<file path="config.mk">
export PLATFORM = sky130hd
export DESIGN_NAME = gpio_rmw_port
export DESIGN_NICKNAME = d
export VERILOG_FILES = /design/src/rtl/gpio_rmw_pkg.sv /design/src/rtl/gpio_pin_sync.sv /design/src/rtl/gpio_port_regs.sv /design/src/rtl/gpio_bitop_seq.sv /design/src/rtl/gpio_rmw_port.sv
export SDC_FILE = /design/constraint.sdc
export NUM_CORES = 1
export LEC_CHECK = 0
export ABC_AREA = 1
export BUFFER_PORTS_ARGS = -buffer_cell sky130_fd_sc_hd__buf_4
export CORE_ASPECT_RATIO = 0.7
export CORE_MARGIN = 4
export CORE_UTILIZATION = 56
export CTS_CLUSTER_DIAMETER = 30
export DETAILED_ROUTE_END_ITERATION = 8
export GPL_TIMING_DRIVEN = 1
export PLACE_DENSITY_LB_ADDON = 0.1
export SYNTH_ARGS = -nofsm -noshare
export SYNTH_HDL_FRONTEND = slang
export SYNTH_SLANG_ARGS = --single-unit
</file>
<file path="constraint.sdc">
create_clock -name clk -period 2.7 [get_ports clk]
set_clock_uncertainty 0.1 [all_clocks]
set_input_delay 0.54 -clock clk [delete_from_list [all_inputs] [get_ports clk]]
set_output_delay 0.54 -clock clk [all_outputs]
set_load 0.05 [all_outputs]
</file>
<file path="src/rtl/gpio_rmw_pkg.sv">
package gpio_rmw_pkg;
  typedef enum logic [1:0] {
    SEQ_IDLE = 2'd0,
    SEQ_READ = 2'd1,
    SEQ_MOD  = 2'd2,
    SEQ_WB   = 2'd3
  } seq_state_e;

  localparam logic OPC_SET = 1'b0;
  localparam logic OPC_CLR = 1'b1;

  localparam int REG_PORT  = 0;
  localparam int REG_DIR   = 1;
  localparam int REG_LATCH = 2;
endpackage

</file>
<file path="src/rtl/gpio_pin_sync.sv">
module gpio_pin_sync #(
  parameter int WIDTH  = 8,
  parameter int STAGES = 2
) (
  input  logic             clk,
  input  logic             rst,
  input  logic [WIDTH-1:0] din,
  output logic [WIDTH-1:0] dout
);
  logic [WIDTH-1:0] chain [STAGES];

  always_ff @(posedge clk) begin
    if (rst) chain[0] <= '0;
    else     chain[0] <= din;
  end

  for (genvar s = 1; s < STAGES; s++) begin : g_stage
    always_ff @(posedge clk) begin
      if (rst) chain[s] <= '0;
      else     chain[s] <= chain[s-1];
    end
  end

  assign dout = chain[STAGES-1];

  logic [1:0] warm_q;
  always_ff @(posedge clk) begin
    if (rst)              warm_q <= '0;
    else if (warm_q != 2'd2) warm_q <= warm_q + 2'd1;
  end

  if (STAGES == 2) begin : g_chk
    p_sync_two_r4: assert property (@(posedge clk) disable iff (rst)
      (warm_q == 2'd2) |-> (dout == $past(din, 2)));
  end
endmodule

</file>
<file path="src/rtl/gpio_port_regs.sv">
module gpio_port_regs
  import gpio_rmw_pkg::*;
#(
  parameter int WIDTH  = 8,
  parameter int ADDR_W = 2
) (
  input  logic              clk,
  input  logic              rst,
  input  logic [ADDR_W-1:0] bus_addr,
  input  logic [WIDTH-1:0]  bus_wdata,
  input  logic              bus_we,
  input  logic              wb_en,
  input  logic [WIDTH-1:0]  wb_data,
  input  logic [WIDTH-1:0]  pin_sync,
  output logic [WIDTH-1:0]  dir_q,
  output logic [WIDTH-1:0]  latch_q,
  output logic [WIDTH-1:0]  port_view,
  output logic [WIDTH-1:0]  rdata_q
);
  logic bus_ok;
  assign bus_ok = bus_we && !wb_en;

  for (genvar b = 0; b < WIDTH; b++) begin : g_view
    assign port_view[b] = dir_q[b] ? latch_q[b] : pin_sync[b];
  end

  always_ff @(posedge clk) begin
    if (rst) begin
      dir_q <= '0;
    end else if (bus_ok && bus_addr == ADDR_W'(REG_DIR)) begin
      dir_q <= bus_wdata;
    end
  end

  always_ff @(posedge clk) begin
    if (rst) begin
      latch_q <= '0;
    end else if (wb_en) begin
      latch_q <= wb_data;
    end else if (bus_ok && bus_addr == ADDR_W'(REG_PORT)) begin
      latch_q <= bus_wdata;
    end
  end

  logic [WIDTH-1:0] rd_mux;
  always_comb begin
    case (bus_addr)
      ADDR_W'(REG_PORT):  rd_mux = port_view;
      ADDR_W'(REG_DIR):   rd_mux = dir_q;
      ADDR_W'(REG_LATCH): rd_mux = latch_q;
      default:            rd_mux = '0;
    endcase
  end

  always_ff @(posedge clk) begin
    if (rst) rdata_q <= '0;
    else     rdata_q <= rd_mux;
  end

  p_wb_result_r9: assert property (@(posedge clk) disable iff (rst)
    wb_en |=> (latch_q == $past(wb_data)));
  p_wb_dir_hold_r9: assert property (@(posedge clk) disable iff (rst)
    wb_en |=> $stable(dir_q));
  p_reset_clear_r1: assert property (@(posedge clk)
    $past(rst) |-> (dir_q == '0 && latch_q == '0));
endmodule

</file>
<file path="src/rtl/gpio_bitop_seq.sv">
module gpio_bitop_seq
  import gpio_rmw_pkg::*;
#(
  parameter int WIDTH = 8,
  parameter int IDX_W = $clog2(WIDTH)
) (
  input  logic             clk,
  input  logic             rst,
  input  logic             op_valid,
  input  logic             op_code,
  input  logic [IDX_W-1:0] op_bit,
  input  logic [WIDTH-1:0] port_view,
  output logic             busy,
  output logic             wb_en,
  output logic [WIDTH-1:0] wb_data
);
  seq_state_e       state_q, state_d;
  logic [WIDTH-1:0] snap_q;
  logic [IDX_W-1:0] bit_q;
  logic             code_q;

  always_comb begin
    state_d = state_q;
    case (state_q)
      SEQ_IDLE: if (op_valid) state_d = SEQ_READ;
      SEQ_READ: state_d = SEQ_MOD;
      SEQ_MOD:  state_d = SEQ_WB;
      SEQ_WB:   state_d = SEQ_IDLE;
      default:  state_d = SEQ_IDLE;
    endcase
  end

  always_ff @(posedge clk) begin
    if (rst) begin
      state_q <= SEQ_IDLE;
      busy    <= 1'b0;
      bit_q   <= '0;
      code_q  <= OPC_SET;
      snap_q  <= '0;
    end else begin
      state_q <= state_d;
      busy    <= (state_d != SEQ_IDLE);
      if (state_q == SEQ_IDLE && op_valid) begin
        bit_q  <= op_bit;
        code_q <= op_code;
      end
      if (state_q == SEQ_READ) begin
        snap_q <= port_view;
      end else if (state_q == SEQ_MOD) begin
        snap_q[bit_q] <= (code_q == OPC_SET);
      end
    end
  end

  assign wb_en   = (state_q == SEQ_WB);
  assign wb_data = snap_q;

  p_accept_busy_r8: assert property (@(posedge clk) disable iff (rst)
    (state_q == SEQ_IDLE && op_valid) |=> busy);
  p_busy_len_r8: assert property (@(posedge clk) disable iff (rst)
    $rose(busy) |=> busy ##1 busy ##1 !busy);
  p_bit_forced_r5: assert property (@(posedge clk) disable iff (rst)
    wb_en |-> (wb_data[bit_q] == (code_q == OPC_SET)));
  p_wb_once_r8: assert property (@(posedge clk) disable iff (rst)
    wb_en |=> !wb_en);
endmodule

</file>
<file path="src/rtl/gpio_rmw_port.sv">
module gpio_rmw_port
  import gpio_rmw_pkg::*;
#(
  parameter int WIDTH       = 8,
  parameter int ADDR_W      = 2,
  parameter int SYNC_STAGES = 2,
  localparam int IDX_W      = $clog2(WIDTH)
) (
  input  logic              clk,
  input  logic              rst,
  input  logic [ADDR_W-1:0] bus_addr,
  input  logic [WIDTH-1:0]  bus_wdata,
  input  logic              bus_we,
  output logic [WIDTH-1:0]  bus_rdata,
  input  logic              op_valid,
  input  logic              op_code,
  input  logic [IDX_W-1:0]  op_bit,
  output logic              op_busy,
  input  logic [WIDTH-1:0]  pin_in,
  output logic [WIDTH-1:0]  pin_out,
  output logic [WIDTH-1:0]  pin_oe
);
  logic [WIDTH-1:0] pin_sync;
  logic [WIDTH-1:0] port_view;
  logic [WIDTH-1:0] dir_q;
  logic [WIDTH-1:0] latch_q;
  logic             wb_en;
  logic [WIDTH-1:0] wb_data;

  gpio_pin_sync #(.WIDTH(WIDTH), .STAGES(SYNC_STAGES)) u_sync (
    .clk (clk),
    .rst (rst),
    .din (pin_in),
    .dout(pin_sync)
  );

  gpio_port_regs #(.WIDTH(WIDTH), .ADDR_W(ADDR_W)) u_regs (
    .clk      (clk),
    .rst      (rst),
    .bus_addr (bus_addr),
    .bus_wdata(bus_wdata),
    .bus_we   (bus_we),
    .wb_en    (wb_en),
    .wb_data  (wb_data),
    .pin_sync (pin_sync),
    .dir_q    (dir_q),
    .latch_q  (latch_q),
    .port_view(port_view),
    .rdata_q  (bus_rdata)
  );

  gpio_bitop_seq #(.WIDTH(WIDTH), .IDX_W(IDX_W)) u_seq (
    .clk      (clk),
    .rst      (rst),
    .op_valid (op_valid),
    .op_code  (op_code),
    .op_bit   (op_bit),
    .port_view(port_view),
    .busy     (op_busy),
    .wb_en    (wb_en),
    .wb_data  (wb_data)
  );

  assign pin_out = latch_q;
  assign pin_oe  = dir_q;

  p_oe_idle_r2: assert property (@(posedge clk) disable iff (rst)
    (!op_busy && !bus_we) |=> $stable(pin_oe));
endmodule

</file>
Yosys cells after proc, flatten, opt, wreduce, memory -nomap -nowiden --
Memories as Yosys holds them, arrays and structs flattened. Index checks and enable logic that the tools add are counted.
Word-level totals: bits in writable memories 16, output and inout port bits 25, input port bits 26, memories 1, register bits 39, logic and storage cells 53
Memories:
- u_sync.chain | depth 2, width 8, read ports 2, clocked after Yosys merged registers in 0, wr ports 2, line gpio_pin_sync.sv:10 | logic [WIDTH-1:0] chain [STAGES];
Cells by class: $lt $le $gt $ge 2, bitwise operators 3, eq/ne operators 5, reduce and logical (&&, ||, !) cells 11, mux-type cells 23
Operators with widths (number):
- two-way mux 8 bit | 6
- case mux 8 bit (3 select lines) | 1
- two-way mux 1 bit | 12
- bitwise mux 8 bit | 1
- case mux 2 bit (4 select lines) | 1
- equality test 2 bit (second input constant) | 3
- nonzero test 2 bit | 3
- logical AND 1 bit | 5
- equality test 2 x 1 -> 1 bit (second input constant) | 2
- logical NOT 2 bit | 2
- less-than comparator 3 x 4 -> 1 bit (second input constant) | 1
- demux 1 bit (select 3 bit) | 1
- greater-or-equal comparator 3 x 1 -> 1 bit (second input constant) | 1
- two-way mux 2 bit | 1
- bitwise OR 1 bit | 2
- logical NOT 1 bit | 1
- NOT 1 bit | 1

Depth between registers and ports, before layout --
Gate-level depths: netlist of the first run.
depth after elaboration 7, depth in mapped cells 9, mapped depth without buffers 8

Cells and area by module --
Synthesis of the first run repeated with hierarchy kept, for this count alone.
Unflattened totals: cell total of the unflattened synthesis 366, area total of the unflattened synthesis 2638.8 µm²
By module, submodules not included:
- gpio_port_regs | area each 1347.5 µm², sequential area each 480.5 µm², cells each 194, times used 1
- gpio_bitop_seq | area each 817.0 µm², sequential area each 300.3 µm², cells each 122, times used 1
- gpio_pin_sync | area each 474.2 µm², sequential area each 320.3 µm², cells each 50, times used 1

Worst setup path after synthesis of the first run --
OpenSTA, ideal clock, no wires.
kind in2reg, from in bus_addr[0], to reg u_regs.latch_q[0], slack 1267 ps, path buffers 0, setup time 116 ps, stages 6, required time 2484 ps, arrival 1217 ps, cells stage by stage nor2_2 -> nand2_1 -> nand2_1 -> inv_2 -> nor2_1 -> nor2_1
Between the ends: word-level cells in the longest chain between the ends 3
Ends and longest elaborated chain:
- start: declaration | line gpio_rmw_port.sv:11 | input logic [ADDR_W-1:0] bus_addr,
- logical NOT 2 bit | line gpio_port_regs.sv:40 | end else if (bus_ok && bus_addr == ADDR_W'(REG_PORT)) begin
- logical AND 1 bit | line gpio_port_regs.sv:40
- nonzero test 2 bit (no source line)
- end signal: assignment | line gpio_port_regs.sv:39 | latch_q <= wb_data;
- end signal: assignment | line gpio_port_regs.sv:41 | latch_q <= bus_wdata;
- end: declaration | line gpio_port_regs.sv:16 | output logic [WIDTH-1:0] latch_q,
Every way passes these cells. A chain may end at the register's enable or synchronous reset.

Worst setup path after layout of the first run --
from reg u_seq.state_q[1], to reg u_seq.snap_q[7], in the netlist u_seq.wb_data[7]
Between the ends: word-level cells in the longest chain between the ends 2, elaborated cells between the ends (all ways) 4, classes of those cells eq/ne: 2; mux: 1; reduce/logical: 1
Ends and longest elaborated chain:
- start: declaration | line gpio_bitop_seq.sv:17 | seq_state_e state_q, state_d;
- start signal: assignment | line gpio_bitop_seq.sv:41 | state_q <= state_d;
- equality test 2 x 1 -> 1 bit / equality test 2 bit (equally long branches) | line gpio_bitop_seq.sv:47, gpio_bitop_seq.sv:49
- two-way mux 8 bit / nonzero test 2 bit (equally long branches)
- end signal: assignment | line gpio_bitop_seq.sv:48 | snap_q <= port_view;
- end signal: indexed assignment | line gpio_bitop_seq.sv:50 | snap_q[bit_q] <= (code_q == OPC_SET);
- end: declaration | line gpio_bitop_seq.sv:18 | logic [WIDTH-1:0] snap_q;
Several ways; a longest one is shown, not always the timed one.

==> results of run 1 <==
metrics by stage:
stage / power, uW / hold slack [ns] / area, um^2
2_1_floorplan: 1349 / 0.2883 / 2422
3_3_place_gp: 1487 / 0.2917 / 2813
3_5_place_dp: 1502 / 0.2924 / 2813
4_1_cts: 2056 / 0.3063 / 2930
5_1_grt: 2181 / 0.3222 / 2930
6_report: 2055 / 0.3058 / 2930
area by class of cell:
class | instances | area (um^2) | share of cell area, %
flip-flops and latches | 55 | 1101 | 37.57
multi-input cells | 237 | 1064 | 36.29
repair buffers | 50 | 375.4 | 12.81
inverters | 55 | 207.7 | 7.088
clock buffers | 6 | 82.58 | 2.818
well taps | 52 | 65.06 | 2.220
clock inverters | 2 | 35.03 | 1.196
kinds of logic (layout without fill, tap and decap cells):
kind of cell,count (synthesis),after routing
simple gates,184,184
buf+inv,66,113
flops,55,55
compound gates,48,48
fa+ha+maj,5,5
report_power, final:
part | total (uW) | switching, uW | internal (uW)
Sequential | 952 | 60.8 | 891
Combinational | 539 | 367 | 172
Clock | 564 | 264 | 300
per-layer routing:
layer | vias to the layer above | track usage, % | wire length, um
met5 | - | 0 | 0
met4 | 0 | 5.642 | 91
met3 | 14 | 4.875 | 449
met2 | 93 | 33.68 | 2620
met1 | 1042 | 30.59 | 2686
li1 | 1193 | - | -
synthesized netlist by cell type:
master and number:
a21oi_1 14, a31oi_1 8, buf_2 7, clkbuf_1 4, clkinv_2 1, dfxtp_1 55
ha_1 5, inv_1 51, inv_2 3, nand2_1 107, nand3_1 15, nand3_4 1
nand4_1 6, nor2_1 52, nor2_2 2, nor2_4 1, o21ai_0 25, o21ai_1 1
worst min-delay path by stage:
stage,end,cells after the start
6_report,u_sync.chain[1][0],2
5_1_grt,u_sync.chain[1][6],2
4_1_cts,u_sync.chain[1][0],2
3_5_place_dp,u_sync.chain[1][0],2
3_3_place_gp,u_sync.chain[1][6],2
2_1_floorplan,u_sync.chain[1][0],2
cells in the final DEF, fill, tap and decap left out:
cell type	netlist	routed
a21oi_1	14	14
a31oi_1	8	8
buf_4	0	50
bufinv_16	0	1
clkbuf_8	0	6
clkinv_2	1	2
dfxtp_1	55	55
ha_1	5	5
inv_1	51	51
inv_2	3	3
nand2_1	107	107
nand3_1	15	15
nand3_4	1	1
nand4_1	6	6
nor2_1	52	52
nor2_2	2	2
nor2_4	1	1
o21ai_0	25	25
o21ai_1	1	1
sequential cells by signal (all words and copies together), names as in the netlist:
signal,cells
u_sync.chain,16
u_seq.state_q,2
u_regs.latch_q,8
u_regs.rdata_q,8
u_seq.wb_data,8
u_seq.busy,1
u_seq.bit_q,3
u_seq.code_q,1
u_regs.dir_q,8
tightest hold or removal path, delay by kind of cell, from the launching register on:
kind,cells,cell delay (ns)
simple gates,1,0.03
buf+inv,1,0.04
flops,1,0.31
==> run metrics, run 1 <==
TritonCTS clock tree=done; VDD IR-drop max=0.4279 mV; TNS Setup=0 ns; clock sinks=55; Leak=around 0.0014 uW; Fin. Hold Viols=0; area leader, netlist=dfxtp_1; Hold Crit Class=reg2reg; Synth Area in Compound Gates=10.33%; Critical Path Sink Type=flip-flop; GPL Wtd Cong=0.9097; Initial Utilization=59.94%; core footprint=around 4000 um^2; fmax=579.6 MHz; syn_nets=389; Synth Area in Simple Gates=30.99%; placed cells=449; vias in the first global route=2121; RSZ-0062 raised after global routing=no; Die H=63.03 um; clk_lat worst skew=approximately 0.3 ns; crit path from=u_seq.state_q[1]; layout cell share with drive strength beyond 1=between 10% and 20%; stages on the worst setup path=7; CTS clk-pin slew, worst paths=0.10 ns; max cap viols=0; # hold bufs at CTS=0; Critical Path End=u_seq.wb_data[7]; # setup viols final=0; register area share after synthesis=45.45%; number of antenna diodes=0; Setup CP Type=reg2reg; power density over the cells=701.2 nW/um^2; first-pass GRT wire length=9.563 mm; Die Footprint=5459 um^2; R2R Setup Slk=~1 ns; pre-CTS setup slack=0.6871 ns; # DRC=0; DR WL/cell=12.79 um; Fillers=approximately 350; cell area after synthesis=between 2000 and 2500 um^2; Rel. slew slack=55.52%; postcts setup bufs=0; Post-Synth XOR/XNOR Area=0%; fin crit share=63.91%; Adder-Cell Fraction of Synth Area=2.583%; clk root buf=clkbuf_8; H-tree depth=2; Post-Synthesis Cells=358; syn_area_per_cell=roughly 6.8 um^2; post-synthesis cell type count=18; Synth area leaders=dfxtp_1 (45%), nand2_1 (17%), nor2_1 (8.1%); max incr delay on CP=roughly 0.43 ns; warnings from Yosys=0; CP max stage cell=ha_1; CTS resizes=0; CP arrival=1.83 ns; post-synthesis mux area share=0%; Iter 0 DRT Violations=168; first drt pass iteration count=5; CTS Buffer Depth=2; die extent in x=86.61 um; Crit path required time=2.81 ns; Routed Antenna Nets=0; worst slew pin tran=about 0.66 ns; #FFs+latches synth=55; Layout area overhead=20.97%; grt ovf=0; Yosys top cell area share=between 40 and 50%; final wirelength=5.847 mm; nets=435; Crit Path Max Fanout=10; worst reg-to-reg path cell count=7; hold_sp=u_sync.chain[0][0]; fin. max-slew vios=0; worst flop-to-flop path endpoint=u_seq.wb_data[7]; worst reg2reg path startpoint=u_seq.state_q[1]; crit path buf inv count=2; CP Cell Sequence=inv_1 > ha_1 > inv_1 > o21ai_0 > nand2_1 > nor2_1 > nor2_1; Cell Count, Final, Fillers Out=457; GRT Util Overall=21.81%; largest family of logic cells by synthesized area=simple AND/OR/NAND/NOR gates; CP delay by family, top=adder cells; via count=2342; # IOs=51; vias per inst=5.125; Rows=19; initial antenna violation count=0; fin worst setup slack=0.9745 ns; status=finished clean; fin crit period=1.725 ns; CP Launch Type=flip-flop; Port Buffers=50; post-detail-place hpwl=4.307 mm; largest net degree at the start of global routing=30; CTS Buf Count=5; Final Util=72.51%
Power figures use the tool's default switching activity.
==> inputs of run 2 (changes only) <==
- CORE_UTILIZATION: 56 -> 48
- clock period: 2.7 -> 1.4 ns (I/O delays scaled with it)
==> run 2 against run 1 <==
First-iteration DRC count decreased by 40%. Via count decreased by 0.94%. Final area increased by 6.2%. Clock power increased by 79%. Critical path type unchanged. Largest power group unchanged.
==> run metrics, run 2 (same netlist as run 1, synthesis figures left out) <==
CP delay by family, top=flip-flops; nets=449; VDD IR-drop max=0.6502 mV; fmax=737.7 MHz; GPL Wtd Cong=0.8492; H-tree depth=2; Multi-input gate area=approximately 1100 um^2; max cap viols=0; Final Util=64.39%; TritonCTS clock tree=done; CP Cell Sequence=ha_2 > inv_2 > nand3_4 > buf_4 > nand2_1 > a21oi_1; power density over the cells=1306 nW/um^2; Leak=0.001489 uW; CTS clk-pin slew, worst paths=0.10 ns; Hold Path Sink=u_sync.chain[0][2]; Port Buffers=50; clk_lat worst skew=0.31 ns; # DRC=0; Largest register FFs=16; status=finished clean; Crit path required time=1.49 ns; post-detail-place hpwl=4.327 mm; clk root buf=clkbuf_8; first-pass GRT wire length=approximately 9.4 mm; Iter 0 DRT Violations=about 100; initial antenna violation count=0; largest net degree at the start of global routing=29; worst flop-to-flop path endpoint=u_regs.dir_q[2]; RSZ-0062 raised after global routing=yes; Initial Utilization=50.10%; clock sinks=55; final wirelength=6.047 mm; Hold Crit Class=in2reg; hold path depth=3; Critical Path Sink Type=flip-flop; layout cell share with drive strength beyond 1=21.05%; hold_sp=pin_in[2]; die extent in x=between 90 and 100 um; first drt pass iteration count=4; CTS Buffer Depth=2; most common cell after layout, fill and taps aside=nand2_1; total power=4066 uW; Layout area overhead=28.51%; # hold bufs at CTS=0; Die Footprint=6265 um^2; crit path buf inv count=2; vias per inst=4.764; Top reg by flops=u_sync.chain; leading cell types in the layout, fill and taps excluded=nand2_1 (106), buf_4 (62), dfxtp_1 (53); max incr delay on CP=0.38 ns; Rows=21; Rel. slew slack=54.04%; number of antenna diodes=0; worst slew pin tran=between 0.6 and 0.7 ns; fin crit share=96.83%; worst reg-to-reg path cell count=6; register area=1106 um^2; CP max stage cell=dfxtp_4; GRT Util Overall=19.38%; worst reg2reg path startpoint=u_seq.state_q[0]; grt ovf=0; R2R Setup Slk=~0.044 ns; # IOs=roughly 50; core footprint=4835 um^2; cell area after layout=3113 um^2; Fillers=460; Worst Hold Slack=0.06099 ns; DR WL/cell=~12 um; vias in the first global route=2018; fin. max-slew vios=0; Setup CP Type=reg2reg; CP arrival=1.45 ns; CP Launch Type=flip-flop; Die H=67.44 um; Crit Path Max Fanout=7; placed cell areas=~2900 um^2; # setup viols final=0; Routed Antenna Nets=0; Fin. Hold Viols=0; CTS Buf Count=5; fin crit period=1.356 ns; via count=around 2300
## run 2: power by group
part	leakage (uW)	internal, uW	switching (uW)
clock network	0.0000513	525	489
registers	0.000452	1720	119
logic	0.000985	438	772
total	0.00149	2690	1380
## run 2: how the worst max path moves through the flow
stage	from	endpoint	slack, ns	cells after the start
2_1_floorplan	u_seq.state_q[0]	u_seq.wb_data[0]	0.01	6
3_3_place_gp	u_seq.state_q[0]	u_seq.wb_data[1]	-0.01	5
3_5_place_dp	u_seq.state_q[1]	u_seq.wb_data[7]	-0.03	7
4_1_cts	u_seq.state_q[1]	u_seq.wb_data[5]	-0.004	7
5_1_grt	u_seq.state_q[0]	u_regs.dir_q[3]	-0.02	6
6_report	u_seq.state_q[0]	u_regs.dir_q[2]	0.04	6
## run 2: final cells by class
class	count	share of cell area, %
repair buffers	64	16.08
clock inverters	1	0.9646
clock buffers	6	2.331
multi-input cells	237	35.53
flip-flops and latches	55	35.53
well taps	69	2.773
inverters	55	6.793
## run 2: per-layer routing
layer  up-vias  GRT usage, %  wire (um)
li1       1221             -          -
met1      1030         27.14       2821
met2        61         29.42       2732
met3         8         4.009        418
met4         0         7.678         73
met5         -             0          0
## run 2: worst reg2reg max path: cells and delay by family (launching register included)
kind                       cells  cell delay, ns
adders and majority gates      1            0.19
AOI/OAI and AO/OA              1            0.06
DFF                            1            0.38
buffers and inverters          2            0.29
and+or+nand+nor                2            0.22
## run 2: what timing repair did
| action | 4_1_cts | 5_1_grt |
|---|---|---|
| resized for setup | 3 | 16 |
| buffers inserted | 0 | 5 |
| endpoints found under the setup margin | 9 | 27 |
| pin swaps | 0 | 3 |
## run 2: through the flow
step / setup TNS, ns / instances / setup slack, ns
3_3_place_gp: -0.04996 / 475 / -0.01295
2_1_floorplan: 0 / 358 / 0.01202
3_5_place_dp: -0.1448 / 475 / -0.02649
6_report: 0 / 487 / 0.04435
5_1_grt: -0.07543 / 487 / -0.01688
4_1_cts: -0.003897 / 482 / -0.003897
==> inputs of run 3 (changes only) <==
- CELL_PAD_IN_SITES_DETAIL_PLACEMENT: default -> 0
- CELL_PAD_IN_SITES_GLOBAL_PLACEMENT: default -> 2
- CORE_UTILIZATION: 48 -> 26
- TNS_END_PERCENT: default -> 30
==> run 3 against run 2 <==
Flip-flop and latch count is the same. Combinational power grew 5%. Hold slack improved by 0.018 ns. Non-clock buffer count grew 3. Largest power group unchanged. Critical path type unchanged. Final area is 4.1% higher. Largest cell class unchanged. Maximum frequency rose by 1.6%. Cell count increased by 12%.
==> run metrics, run 3 (same netlist as run 1, synthesis figures left out) <==
Die H=88.76 um; Crit Path Max Fanout=8; # setup viols final=0; Largest register FFs=16; Die Footprint=10950 um^2; Crit path required time=1.47 ns; H-tree depth=2; Worst Hold Slack=0.07898 ns; number of antenna diodes=0; most common cell after layout, fill and taps aside=nand2_1; power density over the cells=1344 nW/um^2; clk_lat worst skew=0.29 ns; total power=4356 uW; vias in the first global route=approximately 2200; GPL Wtd Cong=around 0.77; Rows=29; largest net degree at the start of global routing=29; clock sinks=55; TritonCTS clock tree=done; VDD IR-drop max=0.4277 mV; Fillers=994; Clk pwr share=roughly 28%; # IOs=51; fin worst setup slack=about 0.065 ns; DR WL/cell=12.56 um; GRT Util Overall=13.29%; first drt pass iteration count=5; grt ovf=0; combinational share of power=29.2%; Initial Utilization=26.70%; Cell Int Power=~2900 uW; Top reg by flops=u_sync.chain; fin. max-slew vios=0; # hold bufs at CTS=0; max cap viols=0; RSZ-0062 raised after global routing=yes; Routed Antenna Nets=0; vias per inst=4.174; leading cell types in the layout, fill and taps excluded=nand2_1 (106), buf_4 (62), nor2_1 (52), dfxtp_1 (52), inv_1 (49); CP Launch Type=flip-flop; first-pass GRT wire length=about 11 mm; sw power=1481 uW; fmax=between 700 and 800 MHz; Layout area overhead=33.78%; initial antenna violation count=0; status=finished clean; post-detail-place hpwl=5.323 mm; via count=2279; Critical Path Sink Type=flip-flop; worst slew pin tran=0.7017 ns; die extent in x=123.4 um; Iter 0 DRT Violations=150; switching part of the total=34.00%; clk root buf=clkbuf_16; pre-CTS setup slack=-0.05014 ns; CTS Buffer Depth=2; CTS Buf Count=5; Setup CP Type=reg2reg; CP arrival=~1.4 ns; final wirelength=just under 7 mm; Final Util=35.72%; fin crit period=roughly 1.3 ns; Hold Crit Class=in2reg; Rel. slew slack=52.90%; Fin. Hold Viols=0; fin crit share=95.33%; layout cell share with drive strength beyond 1=a little over a fifth; core footprint=slightly above 9000 um^2; Seq pwr share=42.4%; # DRC=0; CTS clk-pin slew, worst paths=0.07 ns; Leak=0.001526 uW; Port Buffers=50; nets=452
[run 3: cell count changes in the layout (fill, tap and decap cells not counted), moves of 2 or more]
cell and delta:
a21oi_2 -2, clkbuf_8 -5, clkinv_2 +3, a21oi_1 +2
clkbuf_16 +5, buf_6 +4
[run 3: worst paths after layout]
| check | start | end | slack, ns | depth (start not counted) |
|---|---|---|---|---|
| worst min-delay path | pin_in[7] | u_sync.chain[0][7] | 0.08 | 3 |
| worst max-delay path | u_seq.state_q[0] | u_regs.dir_q[5] | 0.07 | 7 |
| worst max register to register | u_seq.state_q[0] | u_regs.dir_q[5] | 0.07 | 7 |
| worst min register to register | u_sync.chain[0][2] | u_sync.chain[1][2] | 0.30 | 2 |
[run 3: what timing repair did]
action	4_1_cts	5_1_grt
buffers inserted	0	0
setup endpoints to repair	12	27
gates cloned	0	0
resized for setup	4	14
pin swaps	0	0
[run 3: power groups by stage]
stage	combinational, uW	sequential (uW)	clock [uW]
after CTS	1230	1840	1290
after global placement	1220	1870	0
after detailed placement	1220	1870	0
after floorplan	614	1990	0
after global routing	1440	1860	1340
final	1270	1850	1240
[run 3: critical path, stage by stage, from the launching register on]
cell     delay (ns)
dfxtp_4        0.37
ha_2           0.19
inv_2          0.07
buf_6          0.13
nand3_4        0.10
buf_6          0.15
nand2_1        0.05
a21oi_1        0.06
[run 3: cell type report]
| type | instances | area [um^2] | share of cell area [%] |
|---|---|---|---|
| Clock inverter | 3 | 15.01 | 0.4633 |
| Sequential cell | 55 | 1107 | 34.17 |
| Clock buffer | 5 | 125.1 | 3.861 |
| Tap cell | 124 | 155.1 | 4.788 |
| Inverter | 55 | 209.0 | 6.448 |
| Multi-Input combinational cell | 237 | 1099 | 33.90 |
| Timing Repair Buffer | 67 | 530.5 | 16.37 |
[run 3: metrics by stage]
step,instance area (um^2),cells,setup TNS [ns]
2_1_floorplan,2422,358,0
3_3_place_gp,3043,538,-0.1366
3_5_place_dp,3043,538,-0.2692
4_1_cts,3188,546,0
5_1_grt,3241,546,-0.09584
6_report,3241,546,0
[run 3: routing by layer]
| metal | global-route usage (%) | part of all wire, % |
|---|---|---|
| met1 | 19.69 | 54 |
| met2 | 19.03 | 41 |
| met3 | 3.323 | 4.7 |
| met4 | 3.618 | 1.0 |
| met5 | 0 | 0 |
